===== config.mk =====
export PLATFORM = sky130hd
export DESIGN_NAME = sha_msg_padder
export DESIGN_NICKNAME = d
export VERILOG_FILES = /design/src/rtl/sha_pad_pkg.sv /design/src/rtl/sha_pad_len_ctr.sv /design/src/rtl/sha_pad_tail_gen.sv /design/src/rtl/sha_pad_out_stage.sv /design/src/rtl/sha_msg_padder.sv
export SDC_FILE = /design/constraint.sdc
export NUM_CORES = 1
export LEC_CHECK = 0
export BUFFER_PORTS_ARGS = -buffer_cell sky130_fd_sc_hd__buf_4
export CORE_MARGIN = 2
export CORE_UTILIZATION = 55
export CTS_CLUSTER_DIAMETER = 60
export DETAILED_ROUTE_END_ITERATION = 10
export PLACE_DENSITY = 0.73
export SLEW_MARGIN = 20
export SYNTH_ARGS = -nofsm -noshare
export SYNTH_HDL_FRONTEND = slang
export SYNTH_SLANG_ARGS = --single-unit

===== constraint.sdc =====
create_clock -name clk -period 6.8 [get_ports clk]
set_input_delay 0.68 -clock clk [delete_from_list [all_inputs] [get_ports clk]]
set_output_delay 0.68 -clock clk [all_outputs]
set_load 0.01 [all_outputs]

===== src/rtl/sha_pad_pkg.sv =====
package sha_pad_pkg;

  typedef enum logic [1:0] {
    ST_DATA,
    ST_MARK,
    ST_TAIL
  } pad_state_e;

  typedef struct packed {
    logic [7:0] dat;
    logic       blk_end;
    logic       fin;
    logic       init;
  } pad_beat_t;

  localparam logic [7:0] MARK_BYTE = 8'h80;

endpackage


===== src/rtl/sha_pad_len_ctr.sv =====
module sha_pad_len_ctr #(
  parameter int CNT_W = 64
) (
  input  logic             clk,
  input  logic             rst,
  input  logic             start,
  input  logic             step,
  output logic [CNT_W-1:0] bits
);

  localparam logic [CNT_W-1:0] BYTE_BITS = CNT_W'(8);

  always_ff @(posedge clk) begin
    if (rst) begin
      bits <= '0;
    end else if (start) begin
      bits <= BYTE_BITS;
    end else if (step) begin
      bits <= bits + BYTE_BITS;
    end
  end

endmodule


===== src/rtl/sha_pad_tail_gen.sv =====
module sha_pad_tail_gen #(
  parameter int CNT_W = 64,
  parameter int POS_W = 7
) (
  input  logic [POS_W-1:0] pos,
  input  logic [POS_W:0]   len_start,
  input  logic [POS_W:0]   lfld,
  input  logic             extra,
  input  logic [CNT_W-1:0] bits,
  output logic [7:0]       tail_byte
);

  localparam int EXT_W   = POS_W + 1;
  localparam int CNT_BYT = CNT_W / 8;

  logic [POS_W:0] pos_x;
  logic [POS_W:0] k;
  logic [POS_W:0] sel;
  logic           in_len;

  assign pos_x  = {1'b0, pos};
  assign in_len = !extra && (pos_x >= len_start);
  assign k      = pos_x - len_start;
  assign sel    = lfld - EXT_W'(1) - k;

  // Counter bytes beyond CNT_BYT are the zero-extended upper field.
  always_comb begin
    tail_byte = 8'h00;
    for (int b = 0; b < CNT_BYT; b++) begin
      if (in_len && (sel == EXT_W'(b))) begin
        tail_byte = bits[b*8 +: 8];
      end
    end
  end

endmodule


===== src/rtl/sha_pad_out_stage.sv =====
module sha_pad_out_stage
  import sha_pad_pkg::*;
(
  input  logic      clk,
  input  logic      rst,
  input  logic      load,
  input  pad_beat_t din,
  input  logic      out_ready,
  output logic      can_take,
  output logic      valid,
  output pad_beat_t dout
);

  assign can_take = !valid || out_ready;

  always_ff @(posedge clk) begin
    if (rst) begin
      valid <= 1'b0;
      dout  <= '0;
    end else if (load) begin
      valid <= 1'b1;
      dout  <= din;
    end else if (out_ready) begin
      valid <= 1'b0;
    end
  end

endmodule


===== src/rtl/sha_msg_padder.sv =====
module sha_msg_padder
  import sha_pad_pkg::*;
#(
  parameter int BLK_NARROW  = 64,
  parameter int BLK_WIDE    = 128,
  parameter int LFLD_NARROW = 8,
  parameter int LFLD_WIDE   = 16,
  parameter int CNT_W       = 64
) (
  input  logic       clk,
  input  logic       rst,
  input  logic       cfg_wide,
  input  logic       cfg_accum,
  input  logic       in_valid,
  output logic       in_ready,
  input  logic [7:0] in_data,
  input  logic       in_last,
  output logic       out_valid,
  input  logic       out_ready,
  output logic [7:0] out_data,
  output logic       out_blk_end,
  output logic       out_final,
  output logic       out_init
);

  localparam int POS_W = $clog2(BLK_WIDE);
  localparam int EXT_W = POS_W + 1;

  pad_state_e       state_q;
  logic [POS_W-1:0] pos_q;
  logic             in_msg_q;
  logic             wide_q;
  logic             accum_q;
  logic             extra_q;
  logic             first_q;

  logic             wide_c;
  logic             accum_c;
  logic [POS_W:0]   blk_c;
  logic [POS_W:0]   lfld_c;
  logic [POS_W:0]   len_start;
  logic             pos_last;
  logic             can_take;
  logic             take_in;
  logic             emit;
  logic [7:0]       tail_byte;
  logic [CNT_W-1:0] bit_len;
  pad_beat_t        beat;
  pad_beat_t        out_beat;

  // Mode is taken live only for the first byte, then held.
  assign wide_c    = in_msg_q ? wide_q  : cfg_wide;
  assign accum_c   = in_msg_q ? accum_q : cfg_accum;
  assign blk_c     = wide_c ? EXT_W'(BLK_WIDE)  : EXT_W'(BLK_NARROW);
  assign lfld_c    = wide_c ? EXT_W'(LFLD_WIDE) : EXT_W'(LFLD_NARROW);
  assign len_start = blk_c - lfld_c;
  assign pos_last  = ({1'b0, pos_q} == (blk_c - EXT_W'(1)));

  assign in_ready = (state_q == ST_DATA) && can_take;
  assign take_in  = in_valid && in_ready;
  assign emit     = take_in || ((state_q != ST_DATA) && can_take);

  sha_pad_len_ctr #(.CNT_W(CNT_W)) u_len (
    .clk   (clk),
    .rst   (rst),
    .start (take_in && !in_msg_q),
    .step  (take_in && in_msg_q),
    .bits  (bit_len)
  );

  sha_pad_tail_gen #(.CNT_W(CNT_W), .POS_W(POS_W)) u_tail (
    .pos       (pos_q),
    .len_start (len_start),
    .lfld      (lfld_c),
    .extra     (extra_q),
    .bits      (bit_len),
    .tail_byte (tail_byte)
  );

  always_comb begin
    beat = '0;
    unique case (state_q)
      ST_DATA: begin
        beat.dat     = in_data;
        beat.blk_end = pos_last || (accum_c && in_last);
        beat.fin     = accum_c && in_last;
        beat.init    = first_q && !accum_c;
      end
      ST_MARK: begin
        beat.dat     = MARK_BYTE;
        beat.blk_end = pos_last;
        beat.fin     = 1'b0;
        beat.init    = first_q;
      end
      ST_TAIL: begin
        beat.dat     = tail_byte;
        beat.blk_end = pos_last;
        beat.fin     = pos_last && !extra_q;
        beat.init    = first_q;
      end
      default: beat = '0;
    endcase
  end

  always_ff @(posedge clk) begin
    if (rst) begin
      state_q  <= ST_DATA;
      pos_q    <= '0;
      in_msg_q <= 1'b0;
      wide_q   <= 1'b0;
      accum_q  <= 1'b0;
      extra_q  <= 1'b0;
      first_q  <= 1'b1;
    end else begin
      if (emit) begin
        pos_q <= beat.blk_end ? '0 : pos_q + POS_W'(1);
        if (beat.fin) begin
          first_q <= 1'b1;
        end else if (beat.blk_end) begin
          first_q <= 1'b0;
        end
      end
      unique case (state_q)
        ST_DATA: begin
          if (take_in) begin
            if (!in_msg_q) begin
              wide_q   <= cfg_wide;
              accum_q  <= cfg_accum;
              in_msg_q <= 1'b1;
            end
            if (in_last) begin
              if (accum_c) begin
                in_msg_q <= 1'b0;
              end else begin
                state_q <= ST_MARK;
              end
            end
          end
        end
        ST_MARK: begin
          if (can_take) begin
            // Marker too late for the length field: one more block.
            extra_q <= !pos_last && ({1'b0, pos_q} >= len_start);
            state_q <= ST_TAIL;
          end
        end
        ST_TAIL: begin
          if (can_take && pos_last) begin
            if (extra_q) begin
              extra_q <= 1'b0;
            end else begin
              state_q  <= ST_DATA;
              in_msg_q <= 1'b0;
            end
          end
        end
        default: state_q <= ST_DATA;
      endcase
    end
  end

  sha_pad_out_stage u_out (
    .clk       (clk),
    .rst       (rst),
    .load      (emit),
    .din       (beat),
    .out_ready (out_ready),
    .can_take  (can_take),
    .valid     (out_valid),
    .dout      (out_beat)
  );

  assign out_data    = out_beat.dat;
  assign out_blk_end = out_beat.blk_end;
  assign out_final   = out_beat.fin;
  assign out_init    = out_beat.init;

endmodule


==> results of run 1 <==
## metal layers
layer	vias up	track usage [%]
li1	2312	-
met1	2221	37.4
met2	167	41.0
met3	22	4.30
met4	0	8.42
met5	-	0
## logic make-up after synthesis
group,synth area share [%]
adder cells (fa/ha/maj),4.60
XOR/XNOR,9.66
buffers and inverters,5.88
AO/OA/AOI/OAI,16.7
flip-flops,33.7
multiplexers,0.605
AND/OR/NAND/NOR,28.9
## worst min path at each step
stage | from | to | slack, ps | depth (start not counted)
floorplan | first_q | first_q | 440 | 2
global placement | u_out.dout[2] | u_out.dout[2] | 450 | 2
detailed placement | u_out.dout[2] | u_out.dout[2] | 450 | 2
CTS | u_out.dout[2] | u_out.dout[2] | 460 | 2
global route | u_out.dout[2] | u_out.dout[2] | 480 | 2
finish | u_out.dout[1] | u_out.dout[1] | 460 | 2
## power by group through the flow
stage / clock network, W / logic, W / registers [W]
2_1_floorplan: 0 / 0.000111 / 0.000539
3_3_place_gp: 0 / 0.000151 / 0.000542
3_5_place_dp: 0 / 0.000153 / 0.000542
4_1_cts: 0.000341 / 0.000154 / 0.000530
5_1_grt: 0.000362 / 0.000173 / 0.000532
6_report: 0.000337 / 0.000158 / 0.000530
## final cells by class
type / count / area share, %
multi-input cells: 494 / 56.7
clock buffers: 12 / 2.81
clock inverters: 4 / 0.363
repair buffers: 30 / 4.08
inverters: 29 / 1.97
well taps: 111 / 2.52
flip-flops and latches: 87 / 31.6
## flip-flops by register name, indices dropped and copies added (netlist names)
signal,flops
pos_q,7
state_q,2
first_q,1
u_len.bits,61
in_msg_q,1
wide_q,1
extra_q,1
accum_q,1
u_out.dout,11
u_out.valid,1
## through the flow
step | hold WS (ps) | power, W | area (sq um) | worst slack [ps] | cells
CTS | 462 | 0.00103 | 5510 | 3690 | 767
detailed placement | 450 | 0.000695 | 5340 | 3550 | 751
floorplan | 437 | 0.000650 | 5170 | 4010 | 653
finish | 462 | 0.00103 | 5510 | 3680 | 767
global placement | 447 | 0.000693 | 5340 | 3640 | 751
global route | 479 | 0.00107 | 5510 | 3450 | 767
## worst max-delay path, stage by stage, from the launching register on
cell,delay [ps]
dfxtp_1,500
mux2i_1,520
inv_1,90
ha_1,340
ha_1,340
a211o_1,320
a2111oi_4,430
and2_1,320
a41o_1,190
## placed cells by master, fill, tap and decap left out, drive strengths merged, types with 7 or more instances in the layout
| cell | instances |
|---|---|
| dfxtp | 87 |
| nor2 | 76 |
| nand2 | 53 |
| a21oi | 42 |
| xor2 | 33 |
| nand3 | 33 |
| nand4 | 33 |
| buf | 30 |
| inv | 28 |
| o21ai | 28 |
| xnor2 | 24 |
| ha | 19 |
| nor3 | 15 |
| and4 | 14 |
| or3 | 13 |
| clkbuf | 12 |
| and3 | 11 |
| and2 | 8 |
| nor4 | 8 |
| a31oi | 7 |
| a221oi | 7 |
==> reports/qor.yml, run 1 <==
run_status:
  status: "completed"
clock_network:
  cts.sinks: 87
  cts_max_path_buffers: 2
  clock_latency_ps: 360
  cts_max_level: 3
  clkTransAtPathRegs_ps: 90
  cts_tree: "yes"
  ctsResizeCount: 0
  postCtsHoldBufs: 0
  root_buffer: "clkbuf_8"
  postCtsSetupRepairBufs: 0
  cts_buffers: 9
power:
  sequentialPowerShare_pct: 51.7
  netSwitchingPower_w: 0.000299
  ir_worst_vdd_mv: 0.122
  power_density_nw_per_um2: 186
  power.leakage_nw: 1.98
  internal_power_w: 0.000726
  p_comb_share_pct: 15.4
  pwr-share-clk_pct: 32.9
  switching_share_pct: 29.2
routing:
  drt_pre_antenna_iters: 5
  route.detailed.drc: 0
  drt-met1-wl_mm: 6.21
  ant_nets: 0
  drt_first_iter_violations: 264
  postRouteWirelength_mm: 13.0
  post_drt_wl_per_cell_um: 17.0
  maxUsedRoutingLayer: "met4"
  vias: 4722
  via_per_inst: 6.16
  wl_met2_mm: 5.75
  dr_wl_met3_um: 848
global_route:
  grt_max_degree: 59
  grt_overflow: 0
  track_usage_pct: 26.4
  grt_pass1_vias: 4445
  grt_pass1_wl_mm: 21.6
  antenna_found_initial: 0
worst_setup_path:
  startpoint_type: "flop"
  cp-endpoint: "u_out.dout[7]"
  crit_arrival_ps: 3420
  cp-end-kind: "flop"
  cp-startpoint: "in_msg_q"
  cp_max_fo: 7
  r2r_slack_ps: 3680
  crit_type: "reg2reg"
  r2r_start: "in_msg_q"
  reg2reg_depth: 8
  rr_endpoint: "u_out.dout[7]"
  cp.required_ps: 7100
synthesis:
  ys_seq_area_share_pct: 33.7
  ys_seq_elements: 87
  synth_top_cell_by_area: "dfxtp_1"
  synthTopCellsByCount: "87 x dfxtp_1, 75 x nor2_1, 53 x nand2_1"
  synthCells: 653
  synth_area_sq_um: 5170
  synth-edff-count: 0
  yosysMostFrequentCell: "dfxtp_1"
  yosysTopAreaCellShare_pct: 33.7
  synth_area_leaders: "dfxtp_1 34%, xor2_1 5.6%, nor2_1 5.4%, ha_1 4.6%, a21oi_1 4.1%"
  yosys_warnings: 0
  synthFlopType: "dfxtp_1"
  avgSynthCellArea_sq_um: 7.91
  syn_nets: 687
  ys_async_sr_fraction_pct: 0
  synth.distinct_cells: 62
floorplanning:
  die_area_sq_um: 10200
  io_pins: 28
  initial_utilization_pct: 56.2
  core_area_sq_um: 9200
  die_w_um: 101
  die_h_um: 101
  num_rows: 35
timing:
  post-route-period-util_pct: 45.9
  timing.final.hold_violations: 0
  setup_viol: 0
  tightest_slew_ps: 993
  clock.fmax_mhz: 320
  fin_skew_ps: 11.6
  relSlewSlack_pct: 33.3
  rsz0062_at_grt: "no"
  drv_slew: 0
  tns_ps: 0
  finalCriticalPeriod_ps: 3120
final_layout:
  diodes: 0
  layout-drive-gt1-share_pct: 8.84
  nNetsFinal: 685
  utilization_pct: 60.0
  synthToLayoutAreaGrowth_pct: 6.71
  register_area_sq_um: 1740
  multi_input_area_sq_um: 3120
  nFillCells: 842
placed_design:
  dp_hpwl_mm: 9.14
  place.gp.congestion: 0.862
  port_buffers: 27
run:
  max_cap_viol_count: 0
hold_path:
  min_path_type: "reg2reg"
Note: power is estimated with default switching activity, not from simulation.
==> run 2, diff against run 1 <==
- ABC_AREA: not set -> 1
- clock period: 6.8 -> 2.95 ns (I/O delays scaled with it)
==> reports/qor.yml, run 2 <==
run_status:
  status: "completed"
final_layout:
  layout-drive-gt1-share_pct: 14.5  # +5.7 points
  stdcell_area_sq_um: 6460  # +17%
  register_area_sq_um: 1750  # +0.29%
  nFillCells: 932  # +11%
  multi_input_area_sq_um: 3340  # +7.0%
  synthToLayoutAreaGrowth_pct: 15.4
  diodes: 0  # unchanged
  utilization_pct: 65.8  # +5.8 points
  reg_top3: "u_len.bits (61), u_out.dout (11), pos_q (7)"
  largest_reg_flops: 61  # unchanged
  layout_commonest_cell: "nand2_1"
  final_cell_mix: "198 x nand2_1, 135 x inv_1, 83 x dfxtp_1"
  nNetsFinal: 971  # +42%
  regMostFlops: "u_len.bits"
hold_path:
  hold_path_startpoint: "rst"
  min_to: "state_q[1]"
  hold_depth: 2  # unchanged
  min_path_type: "in2reg"
floorplanning:
  initial_utilization_pct: 57.0  # +0.80 points
  die_area_sq_um: 11000  # +8.0%
  io_pins: 28  # unchanged
  core_area_sq_um: 9820  # +6.8%
  num_rows: 36  # +2.9%
  die_w_um: 105  # +3.9%
  die_h_um: 105  # +3.9%
timing:
  drv_slew: 0  # unchanged
  post-route-period-util_pct: 93.4  # +48 points
  tightest_slew_ps: 532  # -460 ps
  tns_ps: 0  # unchanged
  relSlewSlack_pct: 64.4  # +31 points
  timing.final.hold_violations: 0  # unchanged
  clock.fmax_mhz: 363  # +13%
  fin_skew_ps: 9.86  # -1.73 ps
  setup_viol: 0  # unchanged
  setup_ws_ps: 194  # -3480 ps
  finalCriticalPeriod_ps: 2760  # -365 ps
power:
  power.leakage_nw: 2.59  # +31%
  ir_worst_vdd_mv: 0.198  # +62%
  power_density_nw_per_um2: 394  # +110%
  power_w: 0.00255  # +150%
synthesis:
  yosysMostFrequentCell: "nand2_1"
  synth.distinct_cells: 38  # -39%
  ys_seq_area_share_pct: 31.1  # -2.6 points
  synthCells: 876  # +34%
  avgSynthCellArea_sq_um: 6.39  # -19%
  synth_area_sq_um: 5600  # +8.3%
  synthFlopType: "dfxtp_1"
  ys_async_sr_fraction_pct: 0  # unchanged
  yosys_warnings: 0  # unchanged
  synthTopCellsByCount: "201 x nand2_1, 140 x inv_1, 87 x dfxtp_1"
  syn_nets: 910  # +32%
  yosysTopAreaCellShare_pct: 31.1  # -2.6 points
  synth_top_cell_by_area: "dfxtp_1"
  synth_area_leaders: "dfxtp_1 31%, nand2_1 13%, inv_1 9.4%, a21oi_1 7.1%, nor2_1 5.6%"
  ys_seq_elements: 87  # unchanged
  synth-edff-count: 0  # unchanged
routing:
  route.detailed.drc: 0  # unchanged
  drt_first_iter_violations: 402  # +52%
  post_drt_wl_per_cell_um: 14.3  # -16%
  ant_nets: 0  # unchanged
  via_per_inst: 5.38  # -13%
  vias: 5780  # +22%
  postRouteWirelength_mm: 15.4  # +18%
  drt_pre_antenna_iters: 6  # +1
run:
  max_cap_viol_count: 0  # unchanged
global_route:
  grt_max_degree: 27  # -54%
  grt_pass1_wl_mm: 25.2  # +16%
  antenna_found_initial: 0  # unchanged
  grt_pass1_vias: 5456  # +23%
  grt_overflow: 0  # unchanged
  track_usage_pct: 28.1  # +1.7 points
worst_setup_path:
  cp-end-kind: "flop"
  startpoint_type: "flop"
  r2r_start: "pos_q[4]"
  reg2reg_depth: 21  # +13
  cp-startpoint: "pos_q[4]"
  cpMostUsedCell: "nand2_1"
  critPathMaxStageDelay_ps: 370  # -150 ps
  crit_arrival_ps: 3020  # -400 ps
  worstPathCellList: "inv_1 > ha_1 > nor2_2 > nand2_1 > nand3_1 > nand3_1 > nor2_4 > nand3b_1 > buf_6 > nand2_1 > nand2_1 > nand2_1 > nand2_1 > nand2_1 > nand2_1 > nand2_1 > nand2_1 > nand2_1 > nand2_1 > nand2_1 > a21oi_1"
  r2r_slack_ps: 190  # -3480 ps
  critPathSlowestCell: "dfxtp_2"
  crit_type: "reg2reg"
  cp_max_fo: 6  # -1
  cp.required_ps: 3210  # -3890 ps
  rr_endpoint: "u_out.dout[6]"
clock_network:
  clkTransAtPathRegs_ps: 90  # about the same
  cts.sinks: 87  # unchanged
  cts_buffers: 9  # unchanged
  cts_max_path_buffers: 2  # unchanged
  clock_latency_ps: 370  # about the same
  root_buffer: "clkbuf_8"
  cts_max_level: 3  # unchanged
  postCtsHoldBufs: 0  # unchanged
  cts_tree: "yes"
placed_design:
  dpl-instance-area_sq_um: 6140  # +15%
  dp_hpwl_mm: 11.9  # +30%
  place_ws_ps: -98.0  # -3640 ps
  port_buffers: 27  # unchanged
  place.gp.congestion: 0.994  # +15%
run 2: cell types whose count changed after synthesis, moves of 22 or more:
cell,delta
nand2_1,+148
a21oi_1,+37
inv_1,+112
xor2_1,-22
nor3_1,+36
o21ai_0,+26
run 2: worst max-delay path, delay by kind of cell (launching register included):
kind	cells	cell delay [ps]
buffers and inverters	2	320
flip-flops	1	370
AND/OR/NAND/NOR	17	1560
AO/OA/AOI/OAI	1	50
adder cells (fa/ha/maj)	1	340
run 2: cells by family (layout without fill, tap and decap cells):
logic type / Yosys count / after routing / synth area share, %
simple gates: 446 / 446 / 37.3
compound gates: 152 / 152 / 14.4
flops: 87 / 87 / 31.1
fa+ha+maj: 19 / 19 / 4.25
buf+inv: 158 / 224 / 10.7
xor+xnor: 14 / 14 / 2.19
run 2: layer usage:
layer  share of wire (%)  global-route usage [%]  wire length (um)
met1                  46                    37.1              7120
met2                  47                    47.0              7300
met3                 4.4                    4.37               671
met4                 2.1                    8.86               319
met5                   0                       0                 0
run 2: through the flow:
stage | cells | hold WS (ps)
after global placement | 1053 | 442
after detailed placement | 1053 | 459
final | 1075 | 192
after floorplan | 876 | 429
after global routing | 1075 | 196
after CTS | 1069 | 186
run 2: cell type report:
| cell class | count | area share (%) |
|---|---|---|
| Multi-Input combinational cell | 631 | 51.8 |
| Sequential cell | 87 | 27.0 |
| Inverter | 147 | 8.62 |
| Timing Repair Buffer | 61 | 7.15 |
| Tap cell | 133 | 2.58 |
| Clock buffer | 12 | 2.40 |
| Clock inverter | 4 | 0.465 |
run 2: where the power goes:
part / internal [W] / switching, W
combinational: 0.000197 / 0.000301
sequential: 0.00122 / 0.0000326
clock: 0.000354 / 0.000445
run 2: how the worst max path moves through the flow:
stage                         end  slack (ps)  depth (start not counted)
CTS                 u_out.dout[4]          30                         24
finish              u_out.dout[6]         190                         21
floorplan           u_out.dout[4]          20                         23
global route        u_out.dout[6]         -20                         26
detailed placement  u_out.dout[6]        -100                         21
global placement    u_out.dout[3]         -10                         24
run 2: timing repair:
action | 4_1_cts | 5_1_grt
setup buffers | 0 | 6
gates resized for setup | 2 | 27
pin swaps | 0 | 6
endpoints found under the setup margin | 5 | 18
